===== config.mk =====
export PLATFORM = sky130hd
export DESIGN_NAME = fwd_mask_resolver
export DESIGN_NICKNAME = d
export VERILOG_FILES = /design/src/rtl/fwd_mask_pkg.sv /design/src/rtl/fwd_flood_cfg.sv /design/src/rtl/fwd_dest_sel.sv /design/src/rtl/fwd_mask_table.sv /design/src/rtl/fwd_mask_resolver.sv
export SDC_FILE = /design/constraint.sdc
export NUM_CORES = 2
export LEC_CHECK = 0
export ABC_AREA = 1
export BUFFER_PORTS_ARGS = -buffer_cell sky130_fd_sc_hd__buf_2
export CORE_UTILIZATION = 25
export DETAILED_ROUTE_END_ITERATION = 7
export MAX_ROUTING_LAYER = met4
export PLACE_DENSITY_LB_ADDON = 0.25
export SLEW_MARGIN = 20
export SYNTH_ARGS = -nofsm -noshare
export SYNTH_HDL_FRONTEND = slang
export SYNTH_SLANG_ARGS = --single-unit

===== constraint.sdc =====
create_clock -name clk -period 1.98 [get_ports clk]
set_input_delay 0.297 -clock clk [delete_from_list [all_inputs] [get_ports clk]]
set_output_delay 0.297 -clock clk [all_outputs]
set_load 0.02 [all_outputs]

===== src/rtl/fwd_mask_pkg.sv =====
package fwd_mask_pkg;
  typedef enum logic [2:0] {
    FC_UCAST   = 3'd0,
    FC_MCAST   = 3'd1,
    FC_BCAST   = 3'd2,
    FC_IPV4_MC = 3'd3,
    FC_IPV6_MC = 3'd4
  } frame_class_e;

  localparam int DIDX_W    = 6;   // destination index width (entries 0..63)
  localparam int AGG_BASE  = 64;
  localparam int AGG_W     = 4;
  localparam int SRC_BASE  = 80;
  localparam int IPV4_ENTRY = 62;
  localparam int IPV6_ENTRY = 63;
endpackage


===== src/rtl/fwd_flood_cfg.sv =====
module fwd_flood_cfg import fwd_mask_pkg::*; #(
  parameter int ADDR_W = 7,
  parameter int DATA_W = 13,
  parameter int BASE   = 92,
  parameter int UC_RST = 61,
  parameter int MC_RST = 60,
  parameter int BC_RST = 60
) (
  input  logic              clk,
  input  logic              rst_n,
  input  logic              we,
  input  logic [ADDR_W-1:0] addr,
  input  logic [DATA_W-1:0] wdata,
  output logic [DIDX_W-1:0] flood_uc,
  output logic [DIDX_W-1:0] flood_mc,
  output logic [DIDX_W-1:0] flood_bc
);
  localparam logic [ADDR_W-1:0] A_UC = ADDR_W'(BASE);
  localparam logic [ADDR_W-1:0] A_MC = ADDR_W'(BASE + 1);
  localparam logic [ADDR_W-1:0] A_BC = ADDR_W'(BASE + 2);

  always_ff @(posedge clk or negedge rst_n) begin
    if (!rst_n) begin
      flood_uc <= DIDX_W'(UC_RST);
      flood_mc <= DIDX_W'(MC_RST);
      flood_bc <= DIDX_W'(BC_RST);
    end else if (we) begin
      if (addr == A_UC) flood_uc <= wdata[DIDX_W-1:0];
      if (addr == A_MC) flood_mc <= wdata[DIDX_W-1:0];
      if (addr == A_BC) flood_bc <= wdata[DIDX_W-1:0];
    end
  end

  p_flood_write_r10: assert property (@(posedge clk) disable iff (!rst_n)
    (we && addr == A_UC) |=> flood_uc == $past(wdata[DIDX_W-1:0]));
endmodule


===== src/rtl/fwd_dest_sel.sv =====
module fwd_dest_sel import fwd_mask_pkg::*; (
  input  logic              hit,
  input  logic [DIDX_W-1:0] mac_idx,
  input  logic [2:0]        cls,
  input  logic [DIDX_W-1:0] flood_uc,
  input  logic [DIDX_W-1:0] flood_mc,
  input  logic [DIDX_W-1:0] flood_bc,
  output logic [DIDX_W-1:0] dst_idx
);
  frame_class_e fc;
  assign fc = frame_class_e'(cls);

  always_comb begin
    if (hit) begin
      dst_idx = mac_idx;
    end else begin
      case (fc)
        FC_UCAST:   dst_idx = flood_uc;
        FC_BCAST:   dst_idx = flood_bc;
        FC_IPV4_MC: dst_idx = DIDX_W'(IPV4_ENTRY);
        FC_IPV6_MC: dst_idx = DIDX_W'(IPV6_ENTRY);
        default:    dst_idx = flood_mc;
      endcase
    end
  end
endmodule


===== src/rtl/fwd_mask_table.sv =====
module fwd_mask_table #(
  parameter int ENTRIES = 92,
  parameter int MASK_W  = 13,
  parameter int IDX_W   = 7
) (
  input  logic              clk,
  input  logic              rst_n,
  input  logic              we,
  input  logic [IDX_W-1:0]  waddr,
  input  logic [MASK_W-1:0] wdata,
  input  logic [IDX_W-1:0]  ra_idx,
  input  logic [IDX_W-1:0]  rb_idx,
  input  logic [IDX_W-1:0]  rc_idx,
  output logic [MASK_W-1:0] ra_mask,
  output logic [MASK_W-1:0] rb_mask,
  output logic [MASK_W-1:0] rc_mask
);
  localparam logic [IDX_W-1:0] LAST = IDX_W'(ENTRIES - 1);

  logic [MASK_W-1:0] mem [ENTRIES];

  always_ff @(posedge clk or negedge rst_n) begin
    if (!rst_n) begin
      for (int i = 0; i < ENTRIES; i++) mem[i] <= '0;
    end else if (we && waddr <= LAST) begin
      mem[waddr] <= wdata;
    end
  end

  assign ra_mask = (ra_idx <= LAST) ? mem[ra_idx] : '0;
  assign rb_mask = (rb_idx <= LAST) ? mem[rb_idx] : '0;
  assign rc_mask = (rc_idx <= LAST) ? mem[rc_idx] : '0;

  p_entry_write_r10: assert property (@(posedge clk) disable iff (!rst_n)
    (we && waddr <= LAST) |=> mem[$past(waddr)] == $past(wdata));
endmodule


===== src/rtl/fwd_mask_resolver.sv =====
module fwd_mask_resolver import fwd_mask_pkg::*; #(
  parameter  int NPORTS  = 12,
  parameter  int PORT_W  = 4,
  localparam int MASK_W  = NPORTS + 1,
  localparam int ENTRIES = SRC_BASE + NPORTS,
  localparam int ADDR_W  = $clog2(ENTRIES + 3)
) (
  input  logic              clk,
  input  logic              rst_n,
  input  logic              cfg_we,
  input  logic [ADDR_W-1:0] cfg_addr,
  input  logic [MASK_W-1:0] cfg_wdata,
  input  logic              req_valid,
  output logic              req_ready,
  input  logic              req_mac_hit,
  input  logic [DIDX_W-1:0] req_mac_idx,
  input  logic [2:0]        req_class,
  input  logic [AGG_W-1:0]  req_agg_code,
  input  logic [PORT_W-1:0] req_src_port,
  output logic              res_valid,
  input  logic              res_ready,
  output logic [MASK_W-1:0] res_mask
);
  localparam logic [PORT_W-1:0] PORT_LIM = PORT_W'(NPORTS);

  logic [DIDX_W-1:0] flood_uc, flood_mc, flood_bc, dst_idx;
  logic              stage_en;

  // stage 1: indices
  logic              s1_valid;
  logic [ADDR_W-1:0] s1_dst, s1_agg, s1_src;
  // stage 2: table words
  logic              s2_valid;
  logic [MASK_W-1:0] s2_dst, s2_agg, s2_src;
  logic [MASK_W-1:0] rd_dst, rd_agg, rd_src;

  assign stage_en  = !res_valid || res_ready;
  assign req_ready = stage_en;

  fwd_flood_cfg #(.ADDR_W(ADDR_W), .DATA_W(MASK_W), .BASE(ENTRIES)) u_flood (
    .clk(clk), .rst_n(rst_n), .we(cfg_we), .addr(cfg_addr), .wdata(cfg_wdata),
    .flood_uc(flood_uc), .flood_mc(flood_mc), .flood_bc(flood_bc)
  );

  fwd_dest_sel u_dsel (
    .hit(req_mac_hit), .mac_idx(req_mac_idx), .cls(req_class),
    .flood_uc(flood_uc), .flood_mc(flood_mc), .flood_bc(flood_bc),
    .dst_idx(dst_idx)
  );

  fwd_mask_table #(.ENTRIES(ENTRIES), .MASK_W(MASK_W), .IDX_W(ADDR_W)) u_tbl (
    .clk(clk), .rst_n(rst_n), .we(cfg_we), .waddr(cfg_addr), .wdata(cfg_wdata),
    .ra_idx(s1_dst), .rb_idx(s1_agg), .rc_idx(s1_src),
    .ra_mask(rd_dst), .rb_mask(rd_agg), .rc_mask(rd_src)
  );

  always_ff @(posedge clk or negedge rst_n) begin
    if (!rst_n) begin
      s1_valid  <= 1'b0;
      s1_dst    <= '0;
      s1_agg    <= '0;
      s1_src    <= '0;
      s2_valid  <= 1'b0;
      s2_dst    <= '0;
      s2_agg    <= '0;
      s2_src    <= '0;
      res_valid <= 1'b0;
      res_mask  <= '0;
    end else if (stage_en) begin
      s1_valid <= req_valid;
      s1_dst   <= ADDR_W'(dst_idx);
      s1_agg   <= ADDR_W'(AGG_BASE) + ADDR_W'(req_agg_code);
      s1_src   <= (req_src_port < PORT_LIM) ?
                  ADDR_W'(SRC_BASE) + ADDR_W'(req_src_port) : ADDR_W'(ENTRIES);
      s2_valid <= s1_valid;
      s2_dst   <= rd_dst;
      s2_agg   <= rd_agg;
      s2_src   <= rd_src;
      res_valid <= s2_valid;
      res_mask  <= s2_dst & s2_agg & s2_src;
    end
  end

  p_accept_fills_r8: assert property (@(posedge clk) disable iff (!rst_n)
    (req_valid && req_ready) |=> s1_valid);

  p_hit_index_r2: assert property (@(posedge clk) disable iff (!rst_n)
    (req_valid && req_ready && req_mac_hit) |=> s1_dst == ADDR_W'($past(req_mac_idx)));

  p_ipv4_flood_r4: assert property (@(posedge clk) disable iff (!rst_n)
    (req_valid && req_ready && !req_mac_hit && req_class == 3'd3) |=> s1_dst == ADDR_W'(IPV4_ENTRY));

  p_src_index_r6: assert property (@(posedge clk) disable iff (!rst_n)
    (req_valid && req_ready && req_src_port < PORT_LIM) |=>
      s1_src == ADDR_W'(SRC_BASE) + ADDR_W'($past(req_src_port)));

  p_hold_stall_r9: assert property (@(posedge clk) disable iff (!rst_n)
    (res_valid && !res_ready) |=> (res_valid && $stable(res_mask)));
endmodule


# Word-level counts from Yosys, hierarchy flattened

Index checks and enable logic that the tools add are counted.

Flip-flop bits (word level): 1,289
Bits of input ports: 43
Output and inout bits: 15
Logic and storage cells: 155

Add/subtract/negate cells: 2
Magnitude comparators: 10
Eq/ne operators: 6
Multiplexer cells: 18
Bitwise logic cells: 6
Reductions and logical operators: 8

Operators by type and width:

| operator                                                   | number |
|---|---|
| bitwise mux 1196 bit                                       | 1 |
| binary-select mux 13 bit (select 7 bit)                    | 3 |
| 2-to-1 mux 13 bit                                          | 10 |
| demux 13 bit (select 7 bit)                                | 1 |
| greater-or-equal comparator 8 bit, second input constant   | 4 |
| AND 13 bit                                                 | 2 |
| NOT 7 -> 8 bit                                             | 3 |
| one-hot mux 6 bit (4 select lines)                         | 1 |
| == test 7 bit, second input constant                       | 3 |
| <= comparator 7 bit, second input constant                 | 3 |
| adder 7 x 4 -> 7 bit, first input constant                 | 2 |
| less-than comparator 8 x 1 -> 1 bit, second input constant | 1 |
| NOT 6 -> 8 bit                                             | 1 |
| <= comparator 6 x 7 -> 1 bit, second input constant        | 1 |
| 2-to-1 mux 7 bit                                           | 1 |
| == test 3 x 2 -> 1 bit, second input constant              | 2 |
| 2-to-1 mux 6 bit                                           | 1 |
| AND reduction 2 bit                                        | 3 |
| less-than comparator 4 bit, second input constant          | 1 |
| == test 3 bit, second input constant                       | 1 |
| logical NOT 3 bit                                          | 1 |
| logical AND 1 bit                                          | 2 |
| logical NOT 1 bit                                          | 1 |
| logical OR 1 bit                                           | 1 |

# Depth between registers and ports, before layout

Depth after elaboration: 6
Depth in mapped cells: 14
Mapped depth without buffers: 11

# Cells and area by module

A second synthesis with hierarchy kept.

Cell total of the unflattened synthesis: 12,726
Area total of the unflattened synthesis: 82,675.5 µm²

Modules (own cells, without submodules):

| module            | instances | cells an instance | area an instance (µm²) | sequential area each (µm²) |
|---|---|---|---|---|
| fwd_mask_table    | 1         | 12,245            | 78,741.8               | 29,928.7 |
| fwd_mask_resolver | 1         | 321               | 2,782.7                | 1,751.7 |
| fwd_flood_cfg     | 1         | 89                | 830.8                  | 466.7 |
| fwd_dest_sel      | 1         | 71                | 320.3                  | 0.0 |

# Worst setup path before layout

Ideal clock, no wire load.

Path type: input -> register
From: input port cfg_addr[2]
To: register u_tbl.mem[856] (netlist bit)
Library setup time: 130 ps
Data arrival time: 1,629 ps
Slack: 221 ps
Stages on the path: 11
Path through: buf_4 -> inv_2 -> o21ai_1 -> nand2_1 -> nand2_4 -> nor4_4 -> buf_6 -> nand2_4 -> buf_2 -> nand2_1 -> o21ai_1

Longest elaborated chain between the ends: 6
Elaborated cells on any way between the ends: 9
Those cells by class: order compare (3); mux (3); bitwise (1); reduce/logical (2)

Ends and longest elaborated chain:

| element                                                                                                               | RTL line                | source |
|---|---|---|
| from (decl)                                                                                                           | fwd_mask_resolver.sv:11 | `input logic [ADDR_W-1:0] cfg_addr,` |
| NOT 7 -> 8 bit (implied by the code)                                                                                  | fwd_mask_table.sv:26    | `mem[waddr] <= wdata;` |
| greater-or-equal comparator 8 bit (implied by the code) / less-than comparator 8 x 1 -> 1 bit (equally long branches) | fwd_mask_table.sv:26    |  |
| logical AND 1 bit (implied by the code)                                                                               | fwd_mask_table.sv:26    |  |
| 2-to-1 mux 13 bit (implied by the code)                                                                               | fwd_mask_table.sv:26    |  |
| demux 13 bit (select 7 bit)                                                                                           | fwd_mask_table.sv:26    |  |
| bitwise mux 1196 bit                                                                                                  | fwd_mask_table.sv:26    |  |
| to (signal, indexed assignment)                                                                                       | fwd_mask_table.sv:26    |  |
| to (decl)                                                                                                             | fwd_mask_table.sv:20    | `logic [MASK_W-1:0] mem [ENTRIES];` |

Parallel ways exist; a longest one is shown, timed or not.
A chain may end at the register's enable or synchronous reset.

# Final worst setup path

From: register s1_dst[0]
To: register s2_dst[10]

Longest elaborated chain between the ends: 5
Elaborated cells on any way between the ends: 6
Those cells by class: order compare (1); mux (4); bitwise (1)

Ends and longest elaborated chain:

| element                                              | RTL line                | source |
|---|---|---|
| from (decl)                                          | fwd_mask_resolver.sv:31 | `logic [ADDR_W-1:0] s1_dst, s1_agg, s1_src;` |
| from (signal assigned)                               | fwd_mask_resolver.sv:71 | `s1_dst <= ADDR_W'(dst_idx);` |
| NOT 6 -> 8 bit (implied by the code)                 | fwd_mask_table.sv:30    | `assign ra_mask = (ra_idx <= LAST) ? mem[ra_idx] : '0;` |
| binary-select mux 13 bit (select 7 bit)              | fwd_mask_table.sv:30    |  |
| 2-to-1 mux 13 bit (implied by the code) (2 in a row) | fwd_mask_table.sv:30    |  |
| 2-to-1 mux 13 bit (*)                                | fwd_mask_table.sv:30    |  |
| to (signal assigned)                                 | fwd_mask_resolver.sv:76 | `s2_dst <= rd_dst;` |
| to (decl)                                            | fwd_mask_resolver.sv:34 | `logic [MASK_W-1:0] s2_dst, s2_agg, s2_src;` |

Every way passes the cells marked *; elsewhere a longest branch is shown, timed or not. The select of a mux whose other input is x is not followed.

==> flow_summary.json <==
{
  "vias_per_cell": 5.04,
  "fin_ws_ps": -125,
  "dieArea_mm2": 0.248,
  "hold_viol_final": 0,
  "fin_skew_ps": 29.4,
  "htreeDepth": 4,
  "grt_max_degree": 113,
  "finalCriticalPeriod_ps": 2100,
  "tns_ps": -1020,
  "grt_pass1_vias": 53900,
  "final_cell_area_mm2": 0.0776,
  "rr_startpoint": "s1_dst[0]",
  "synth_edf_count": 0,
  "portBuffers": 57,
  "ys_seq_area_share_pct": 52.3,
  "slew-limit-headroom_pct": 43.9,
  "grt_antenna_before_repair": 4,
  "clock_latency_ps": 800,
  "fmax_ghz": 0.475,
  "hold_start": "cfg_wdata[4]",
  "synth.area.top_cells": "dfrtp_1 (52%), nand2_1 (16%), o21ai_0 (10%)",
  "dieHeight_um": 498,
  "grt_pass1_wl_um": 359000,
  "hold_class": "in -> reg",
  "start_util_pct": 25.2,
  "crit_fanout": 8,
  "syn-num-nets": 7920,
  "area_delta_synth_final_pct": 26.2,
  "yosysTopAreaCell": "dfrtp_1",
  "drcViolationCount": 0,
  "synth.distinct_cells": 32,
  "grt-ovfl-total": 0,
  "grt_usage_pct": 19.4,
  "status": "complete, but fails checks",
  "cts_buffers": 152,
  "netlist_instances": 7877,
  "setup_violations": 14,
  "timing.hold.worst_path_depth": 4,
  "postRouteAntennaNets": 0,
  "synth_common_cells": "nand2_1 (2545), o21ai_0 (1280), dfrtp_1 (1271), nand3_1 (908), clkbuf_1 (428)",
  "synth_top_area_share_pct": 51.7,
  "async_reset_ff_share_pct": 100,
  "yosysMostFrequentCell": "nand2_1",
  "power_density_mw_per_mm2": 1110,
  "netlist_area_mm2": 0.0615,
  "hpwl_um": 149000,
  "fin_nets": 8011,
  "synth_warnings": 0,
  "ys_ff_latch": 1284,
  "criticalPathCategory": "reg -> reg",
  "ir_worst_vdd_mv": 0.851,
  "io_pins": 58,
  "clkTransAtPathRegs_ps": 60,
  "routedWlPerCell_um": 21.5,
  "first_iter_violations": 6377,
  "final.period_utilization_pct": 106,
  "violations": "negative setup slack",
  "cts.sinks": 1284,
  "core_area_mm2": 0.244,
  "whs_endpoint": "u_tbl.mem[329]",
  "ys.flop_type": "dfrtp_1",
  "power_leakage_nw": 34.1,
  "die_x_um": 498,
  "fill_cells": 25500,
  "vias": 56900,
  "max_slew.worst_pin.slew_ps": 841,
  "drtPass1Iterations": 7,
  "routabilityCongestion": 0.926,
  "rows": 181,
  "reg2reg_depth": 14,
  "drv_slew": 0,
  "fin_util_pct": 31.8,
  "clockBufferDepth": 3,
  "required_ps": 2670,
  "postPlaceCellArea_mm2": 0.0692,
  "place_ws_ps": -290,
  "wirelength_um": 243000,
  "r2r_slack_ps": -120,
  "rsz0062_at_grt": "true",
  "cts_root_buf": "clkbuf_16",
  "drv_cap": 0,
  "crit_arrival_ps": 2800,
  "startpoint_type": "flip-flop",
  "synth.avg_cell_area_um2": 7.80,
  "end_kind": "flip-flop",
  "drive_above_1_share_pct": 14.8,
  "r2r_end": "s2_dst[10]",
  "cts_tree": "yes"
}
[state kept, by name, summed over array words and instances (netlist names)]
| signal | flops |
|---|---|
| res_mask | 13 |
| res_valid | 1 |
| s1_agg | 4 |
| s1_dst | 6 |
| s1_src | 5 |
| s1_valid | 1 |
| s2_agg | 13 |
| s2_dst | 13 |
| s2_src | 13 |
| s2_valid | 1 |
| u_flood.flood_bc | 6 |
| u_flood.flood_mc | 6 |
| u_flood.flood_uc | 6 |
| u_tbl.mem | 1196 |
[metal layers]
layer  GRT usage [%]  part of all wire, %  vias up
met4            6.13                  3.3        0
met2            30.1                   46     2040
met3            2.42                  6.1      396
met5               -                    0        -
li1                -                    -    26400
met1            26.4                   45    28100
[what timing repair did]
action                                  CTS  global route
gates resized for setup                 215           235
setup endpoints to repair                36            42
endpoints found under the hold margin  1282             0
pin swaps                                14            48
cloned                                   17            22
setup buffers                            18            23
hold buffers                             28             0
[placed cells by master (no fill, tap or decap), drive strengths merged]
cell type	n
nand4	12
nor4	4
clkbuf	253
a211oi	1
o22ai	55
o221ai	7
buf	556
bufbuf	7
nand2	2618
dlygate4sd3	28
dfrtp	1271
nor2	310
dfstp	13
diode	1
nand3	908
inv	128
a21oi	143
nor3	4
clkinv	30
o211ai	70
bufinv	8
a22oi	5
a31oi	1
o21ai	1652
nor3b	1
clkinvlp	5
[worst max-delay path: stages, from the launching register on]
cell,delay (ps)
dfrtp_4,580
inv_12,110
buf_12,180
buf_12,140
buf_4,140
nand2_1,60
nand3_1,100
nand3_1,100
nand3_1,130
nand2_4,120
nand2_2,60
nand3_1,90
nand2_1,70
nand2_1,50
nand2_1,40
[how the worst max path moves through the flow]
| stage | from | endpoint | slack (ps) | cells past startpoint |
|---|---|---|---|---|
| 6_report | s1_dst[0] | s2_dst[10] | -120 | 14 |
| 5_1_grt | s1_dst[0] | s2_dst[8] | -150 | 13 |
| 4_1_cts | s1_dst[0] | s2_dst[2] | -60 | 13 |
| 3_5_place_dp | s1_dst[0] | s2_dst[1] | -290 | 13 |
| 3_3_place_gp | s1_dst[0] | s2_dst[1] | -310 | 13 |
| 2_1_floorplan | cfg_addr[2] | u_tbl.mem[856] | 220 | 11 |
[cells by family after synthesis]
| family | count (synthesis) | share of synthesized area [%] |
|---|---|---|
| buf+inv | 802 | 5.31 |
| flops | 1284 | 52.3 |
| simple gates | 3857 | 26.2 |
| compound gates | 1934 | 16.2 |
[through the flow]
stage / instances / power, mW / hold WS (ps)
detailed placement: 10900 / 53.4 / 203
global placement: 10900 / 53.3 / 203
CTS: 11200 / 84.6 / 6.87
global route: 11300 / 89.8 / 49.0
floorplan: 7877 / 41.9 / 1.41
finish: 11300 / 85.9 / 58.7
[power breakdown]
group	internal [mW]	switching [mW]	leakage [nW]
clock network	16.8	11.9	2.47
registers	28.4	1.94	17.5
logic	10.1	16.8	14.2
[final cells by class]
class	instances	area, um2	share of cell area (%)
diodes	1	2.50	0.00322
clock buffers	233	4500	5.80
clock inverters	43	566	0.729
inverters	125	564	0.727
multi-input cells	5791	27300	35.1
flip-flops and latches	1284	32200	41.5
well taps	3202	4010	5.16
repair buffers	611	8500	10.9
repair inverters	3	33.8	0.0435
(Power assumes the default switching activity.)
